**src/rtl/vred_pkg.sv**
```systemverilog
package vred_pkg;
  typedef enum logic [2:0] {
    ST_IDLE,
    ST_SETUP,
    ST_FILL,
    ST_FOLD,
    ST_STEP
  } vred_state_e;
endpackage

```
**src/rtl/vred_vlen.sv**
```systemverilog
module vred_vlen #(
  parameter int LANES = 8,
  parameter int NW    = 16,
  parameter int VW    = $clog2(LANES + 1)
) (
  input  logic [NW-1:0] remaining,
  output logic [VW-1:0] vl
);
  always_comb begin
    if (remaining >= NW'(LANES)) vl = VW'(LANES);
    else                         vl = VW'(remaining);
  end
endmodule

```
**src/rtl/vred_lanes.sv**
```systemverilog
module vred_lanes #(
  parameter int LANES = 8,
  parameter int DW    = 32,
  parameter int IW    = (LANES > 1) ? $clog2(LANES) : 1
) (
  input  logic          clk,
  input  logic          clr,
  input  logic          wr_en,
  input  logic [IW-1:0] wr_idx,
  input  logic [DW-1:0] wr_data,
  input  logic          fold,
  input  logic [IW-1:0] rd_idx,
  output logic [DW-1:0] rd_data
);
  logic [DW-1:0] lane  [LANES];
  logic [DW-1:0] halve [LANES];

  // one tree level: lane i takes the sum of lanes 2i and 2i+1
  for (genvar i = 0; i < LANES; i++) begin : g_lvl
    if (i < LANES / 2) begin : g_sum
      assign halve[i] = lane[2*i] + lane[2*i+1];
    end else if (LANES == 1) begin : g_keep
      assign halve[i] = lane[i];
    end else begin : g_zero
      assign halve[i] = '0;
    end
  end

  always_ff @(posedge clk) begin
    for (int i = 0; i < LANES; i++) begin
      if (clr)                                  lane[i] <= '0;
      else if (wr_en && (wr_idx == IW'(i)))     lane[i] <= wr_data;
      else if (fold)                            lane[i] <= halve[i];
    end
  end

  assign rd_data = lane[rd_idx];
endmodule

```
**src/rtl/vredsum_unit.sv**
```systemverilog
module vredsum_unit #(
  parameter int LANES = 8,
  parameter int DW    = 32,
  parameter int AW    = 32,
  parameter int NW    = 16
) (
  input  logic          clk,
  input  logic          rst,
  input  logic          start,
  input  logic [NW-1:0] len,
  input  logic [AW-1:0] base,
  input  logic          tree_mode,
  output logic          mem_rd,
  output logic [AW-1:0] mem_addr,
  input  logic [DW-1:0] mem_rdata,
  output logic          busy,
  output logic          done,
  output logic [DW-1:0] result
);
  import vred_pkg::*;

  localparam int IW = (LANES > 1) ? $clog2(LANES) : 1;
  localparam int VW = $clog2(LANES + 1);

  vred_state_e   state;
  logic [NW-1:0] rem_q;
  logic [AW-1:0] addr_q;
  logic [DW-1:0] acc_q;
  logic [VW-1:0] vl_now, vl_q, iss_q, wr_q, ridx_q, width_q;
  logic          rvld_q, mode_q;
  logic          rd_q, done_q;
  logic [AW-1:0] rd_addr_q;
  logic [DW-1:0] result_q;

  logic          lane_clr, lane_wr, lane_fold;
  logic [IW-1:0] lane_sel;
  logic [DW-1:0] lane_out;

  vred_vlen #(.LANES(LANES), .NW(NW), .VW(VW)) u_vlen (
    .remaining (rem_q),
    .vl        (vl_now)
  );

  assign lane_clr  = (state == ST_SETUP);
  assign lane_wr   = (state == ST_FILL) && rvld_q;
  assign lane_fold = (state == ST_FOLD) && mode_q && (width_q > VW'(1));
  assign lane_sel  = mode_q ? '0 : IW'(ridx_q);

  vred_lanes #(.LANES(LANES), .DW(DW), .IW(IW)) u_lanes (
    .clk     (clk),
    .clr     (lane_clr),
    .wr_en   (lane_wr),
    .wr_idx  (IW'(wr_q)),
    .wr_data (mem_rdata),
    .fold    (lane_fold),
    .rd_idx  (lane_sel),
    .rd_data (lane_out)
  );

  always_ff @(posedge clk) begin
    if (rst) begin
      state     <= ST_IDLE;
      rem_q     <= '0;
      addr_q    <= '0;
      acc_q     <= '0;
      vl_q      <= '0;
      iss_q     <= '0;
      wr_q      <= '0;
      ridx_q    <= '0;
      width_q   <= '0;
      rvld_q    <= 1'b0;
      mode_q    <= 1'b0;
      rd_q      <= 1'b0;
      rd_addr_q <= '0;
      done_q    <= 1'b0;
      result_q  <= '0;
    end else begin
      done_q <= 1'b0;
      unique case (state)
        ST_IDLE: begin
          if (start) begin
            if (len == '0) begin
              done_q   <= 1'b1;
              result_q <= '0;
            end else begin
              rem_q  <= len;
              addr_q <= base;
              acc_q  <= '0;
              mode_q <= tree_mode;
              state  <= ST_SETUP;
            end
          end
        end
        ST_SETUP: begin
          vl_q   <= vl_now;
          iss_q  <= '0;
          wr_q   <= '0;
          rvld_q <= 1'b0;
          state  <= ST_FILL;
        end
        ST_FILL: begin
          if (iss_q != vl_q) begin
            rd_q      <= 1'b1;
            rd_addr_q <= addr_q + (AW'(iss_q) << 2);
            iss_q     <= iss_q + VW'(1);
          end else begin
            rd_q <= 1'b0;
          end
          rvld_q <= rd_q;
          if (rvld_q) begin
            wr_q <= wr_q + VW'(1);
            if (wr_q == vl_q - VW'(1)) begin
              ridx_q  <= '0;
              width_q <= vl_q;
              state   <= ST_FOLD;
            end
          end
        end
        ST_FOLD: begin
          if (mode_q) begin
            if (width_q > VW'(1)) begin
              width_q <= VW'((width_q + VW'(1)) >> 1);
            end else begin
              acc_q <= acc_q + lane_out;
              state <= ST_STEP;
            end
          end else begin
            acc_q  <= acc_q + lane_out;
            ridx_q <= ridx_q + VW'(1);
            if (ridx_q == vl_q - VW'(1)) state <= ST_STEP;
          end
        end
        ST_STEP: begin
          addr_q <= addr_q + (AW'(vl_q) << 2);
          rem_q  <= rem_q - NW'(vl_q);
          if (rem_q == NW'(vl_q)) begin
            done_q   <= 1'b1;
            result_q <= acc_q;
            state    <= ST_IDLE;
          end else begin
            state <= ST_SETUP;
          end
        end
        default: state <= ST_IDLE;
      endcase
    end
  end

  assign busy     = (state != ST_IDLE);
  assign done     = done_q;
  assign result   = result_q;
  assign mem_rd   = rd_q;
  assign mem_addr = rd_addr_q;
endmodule

```
**config.mk**
```make
export PLATFORM = sky130hd
export DESIGN_NAME = vredsum_unit
export DESIGN_NICKNAME = d
export VERILOG_FILES = /design/src/rtl/vred_pkg.sv /design/src/rtl/vred_vlen.sv /design/src/rtl/vred_lanes.sv /design/src/rtl/vredsum_unit.sv
export SDC_FILE = /design/constraint.sdc
export NUM_CORES = 1
export LEC_CHECK = 0
export ABC_AREA = 1
export ABC_CLOCK_PERIOD_IN_PS = 4350
export BUFFER_PORTS_ARGS = -buffer_cell sky130_fd_sc_hd__buf_2
export CORE_ASPECT_RATIO = 1.75
export CORE_MARGIN = 5
export CORE_UTILIZATION = 30
export DETAILED_ROUTE_END_ITERATION = 10
export SYNTH_ARGS = -nofsm -noshare
export SYNTH_HDL_FRONTEND = slang
export SYNTH_HIERARCHICAL = 1
export SYNTH_SLANG_ARGS = --single-unit
export TNS_END_PERCENT = 30
```
**constraint.sdc**
```tcl
create_clock -name clk -period 4.35 [get_ports clk]
set_input_delay 0.435 -clock clk [delete_from_list [all_inputs] [get_ports clk]]
set_output_delay 0.435 -clock clk [all_outputs]
set_load 0.02 [all_outputs]
```
==> summary.md <==
| Metric | Value |
|---|---|
| Routed wire length | `127400 um` |
| Residual DRC | `0` |
| Data required time of the worst path | `4.82 ns` |
| Fin Hold WS | `0.1002 ns` |
| CTS buffer count | `45` |
| Period Utilization, post-route | `0.9363` |
| First-pass GRT wire length | `188800 um` |
| Initial antenna violation count | `9` |
| Area delta synth->final | `11.50%` |
| Synthesized netlist net count | `5436` |
| Netlist area before placement | `32970 um2` |
| Clock skew after layout | `0.02227 ns` |
| Area of all sequential standard cells | `11110 um2` |
| RSZ-0062 raised after global routing | `no` |
| Estimated wirelength of the detail-placed design | `104300 um` |
| Net count reported at finish | `5531` |
| Number of flops mapped to enable cells by yosys | `256` |
| Worst Path Arrival | `4.54 ns` |
| Overall power of the completed layout | `0.02240 W` |
| Remaining antenna violation count after routing | `0` |
| DP Worst Slack | `0.3021 ns` |
| Fraction of layout cells with a size suffix above 1 | `0.06473` |
| Setup CP Type | `flip-flop to flip-flop` |
| Filler instances | `12210` |
| DR vias/cell | `4.886` |
| Setup TNS | `0 ns` |
| Ys async rst share | `0` |
| Count of mapped cells out of synthesis | `5170` |
| Core area | `109600 um2` |
| Sinks on Clock Net | `427` |
| Wire length per cell | `18.81 um` |
| Number of register bits inferred by synthesis | `427` |
| Sequential fraction of the synthesis area | `0.3370` |
| Area of the multi-input gates | `18150 um2` |
| Delay of the slowest critical-path stage | `0.42 ns` |
| Clock tree from TritonCTS | `done` |
| Total via count after detailed routing | `33090` |
| Transition time at the pin with the least slew margin | `1.000 ns` |
| Total count of hold-check failures in the final report | `0` |
| Standard-cell row count | `161` |
| Cell Chain, Critical Path | `inv_1 -> nor2_4 -> buf_4 -> o21ai_0 -> o22ai_1 -> nor2_1 -> a31oi_1 -> ha_1 -> nand2_1 -> inv_1 -> a21oi_1 -> nand3_1 -> or2_2 -> nand3_1 -> a21oi_1` |
| Routability cong. | `0.9943` |
| Max-cap violations | `0` |
| Max frequency | `245.5 MHz` |
| Startpoint kind of the worst setup timing path | `flip-flop` |
| Synth Warn # | `6` |
| Clock input transition at the sequential cells of the worst setup and hold paths | `0.07 ns` |
| Crit path max fanout | `26` |
| Core utilization of the finished layout | `0.3354` |
| P per Cell Area | `609.5 nW/um2` |
| Vias in the first global route | `33030` |
| Aggregate global routing overflow | `0` |
| Status | `finished, final reports clean` |
| Maximum ir drop on the vdd rail | `0.3619 mV` |
| Type of the most critical hold path | `input pin to flip-flop` |
| Vert. Die Dim | `448.5 um` |
| Average cell area after synthesis | `6.377 um2` |
| Overall track demand over capacity in global routing | `0.2091` |
| Worst Setup Slack, final | `0.2772 ns` |
| Maximum level of the CTS H-tree | `2` |
| Slowest stage cell on the critical path | `a21oi_1` |
| Worst slew margin relative to its limit | `0.3332` |
| Count of TritonRoute iterations in the first routing pass | `8` |
| Leakage dissipation | `17.83 nW` |
| Largest net degree at the start of global routing | `77` |
| Count of routing violations after the opening detailed-route iteration | `2187` |
| Top-level port count | `151` |
| Hold buffers post-CTS | `0` |
| Top flip-flop cell by instance count after synthesis | `edfxtp_1` |
| Time the worst path needs with I/O delays and setup | `4.073 ns` |
| IO buf count | `150` |
| Netlist cell types | `53` |
| Deepest clock path buffer count | `3` |
| Type of destination of the critical path | `flip-flop` |
| Clock latency on the worst-skew pair | `0.62 ns` |
| Initial Utilization | `0.3009` |
| Width of the die | `260.6 um` |
| Count of final setup violators | `0` |
| Final-report max-slew violation count | `0` |
| Total Die Area | `116900 um2` |
| Library cell used as clock root buffer | `clkbuf_16` |
[critical path: cells and delay by family (launching register included)]
| kind | cells | cell delay, ns |
|---|---|---|
| AOI/OAI and AO/OA | 5 | 1.18 |
| and+or+nand+nor | 6 | 1.43 |
| DFF | 1 | 0.38 |
| buffers and inverters | 3 | 0.56 |
| adders and majority gates | 1 | 0.34 |
[per-layer routing]
layer / vias to the layer above / track usage / share of wire
li1: 16700 / - / -
met1: 15070 / 0.1984 / 0.35
met2: 916 / 0.4050 / 0.53
met3: 406 / 0.01855 / 0.033
met4: 0 / 0.1600 / 0.091
met5: - / 0 / 0
[layout make-up]
cell class / instances / area share
clock inverter: 26 / 0.005855
timing repair buffer: 188 / 0.02989
clock buffer: 55 / 0.03448
tap: 1467 / 0.04993
antenna: 7 / 0.0004765
sequential: 427 / 0.3023
inverter: 816 / 0.08343
multi-input combinational: 3787 / 0.4937
[report_power, final]
part / switching [W] / internal [W]
sequential: 0.000904 / 0.00564
combinational: 0.00840 / 0.00344
clock: 0.00186 / 0.00216
[cell usage after synthesis (44+ instances only)]
cell,number,area [um2]
o21ai_1,56,280.3
o21ai_0,313,1567
a21oi_1,296,1481
nand3_1,305,1526
nor3_1,45,225.2
dfxtp_1,171,3423
o22ai_1,44,275.3
nand2_1,1549,5814
nor2_1,773,2902
clkbuf_1,63,236.5
ha_1,174,2177
buf_2,51,255.2
edfxtp_1,256,7687
inv_1,795,2984
[per-stage QoR]
step | cells | instance area [um2]
6_report | 6773 | 36760
5_1_grt | 6770 | 36750
4_1_cts | 6766 | 36740
3_5_place_dp | 6685 | 35260
3_3_place_gp | 6685 | 35260
2_1_floorplan | 5170 | 32970
[sequential cells by signal, indices dropped and copies added (netlist names)]
register      cells
acc_q            32
vl_q              4
mem_addr         32
width_q           4
state             3
ridx_q            4
wr_q              4
u_lanes/lane    256
mode_q            1
rem_q            16
result           32
addr_q           32
rvld_q            1
iss_q             4
mem_rd            1
done              1
[cells by family (layout without fill, tap and decap cells)]
kind of cell / Yosys count / in the layout / synth area share
compound gates: 796 / 796 / 0.1287
xor+xnor: 48 / 48 / 0.01275
fa+ha+maj: 182 / 182 / 0.07089
buf+inv: 956 / 1085 / 0.1138
flops: 427 / 427 / 0.3370
other cells: 0 / 7 / 0
simple gates: 2761 / 2761 / 0.3368
[repair_timing]
item,CTS,global route
resized for setup,0,1
endpoints found under the setup margin,0,1
setup buffers,0,0
[final timing paths]
check               end        from  slack [ns]  cells past startpoint
max           acc_q[12]   ridx_q[0]        0.28                     15
min           addr_q[8]     base[8]        0.10                      3
max reg2reg   acc_q[12]   ridx_q[0]        0.28                     15
min reg2reg  result[22]  result[22]        0.44                      2
[cells in the final DEF (no fill, tap or decap), types with 48 or more instances in the layout]
master,count
a21oi_1,296
buf_2,150
clkbuf_16,48
dfxtp_1,171
edfxtp_1,256
ha_1,174
inv_1,795
nand2_1,1548
nand3_1,305
nor2_1,770
o21ai_0,312
o21ai_1,56
(Power assumes the default switching activity.)
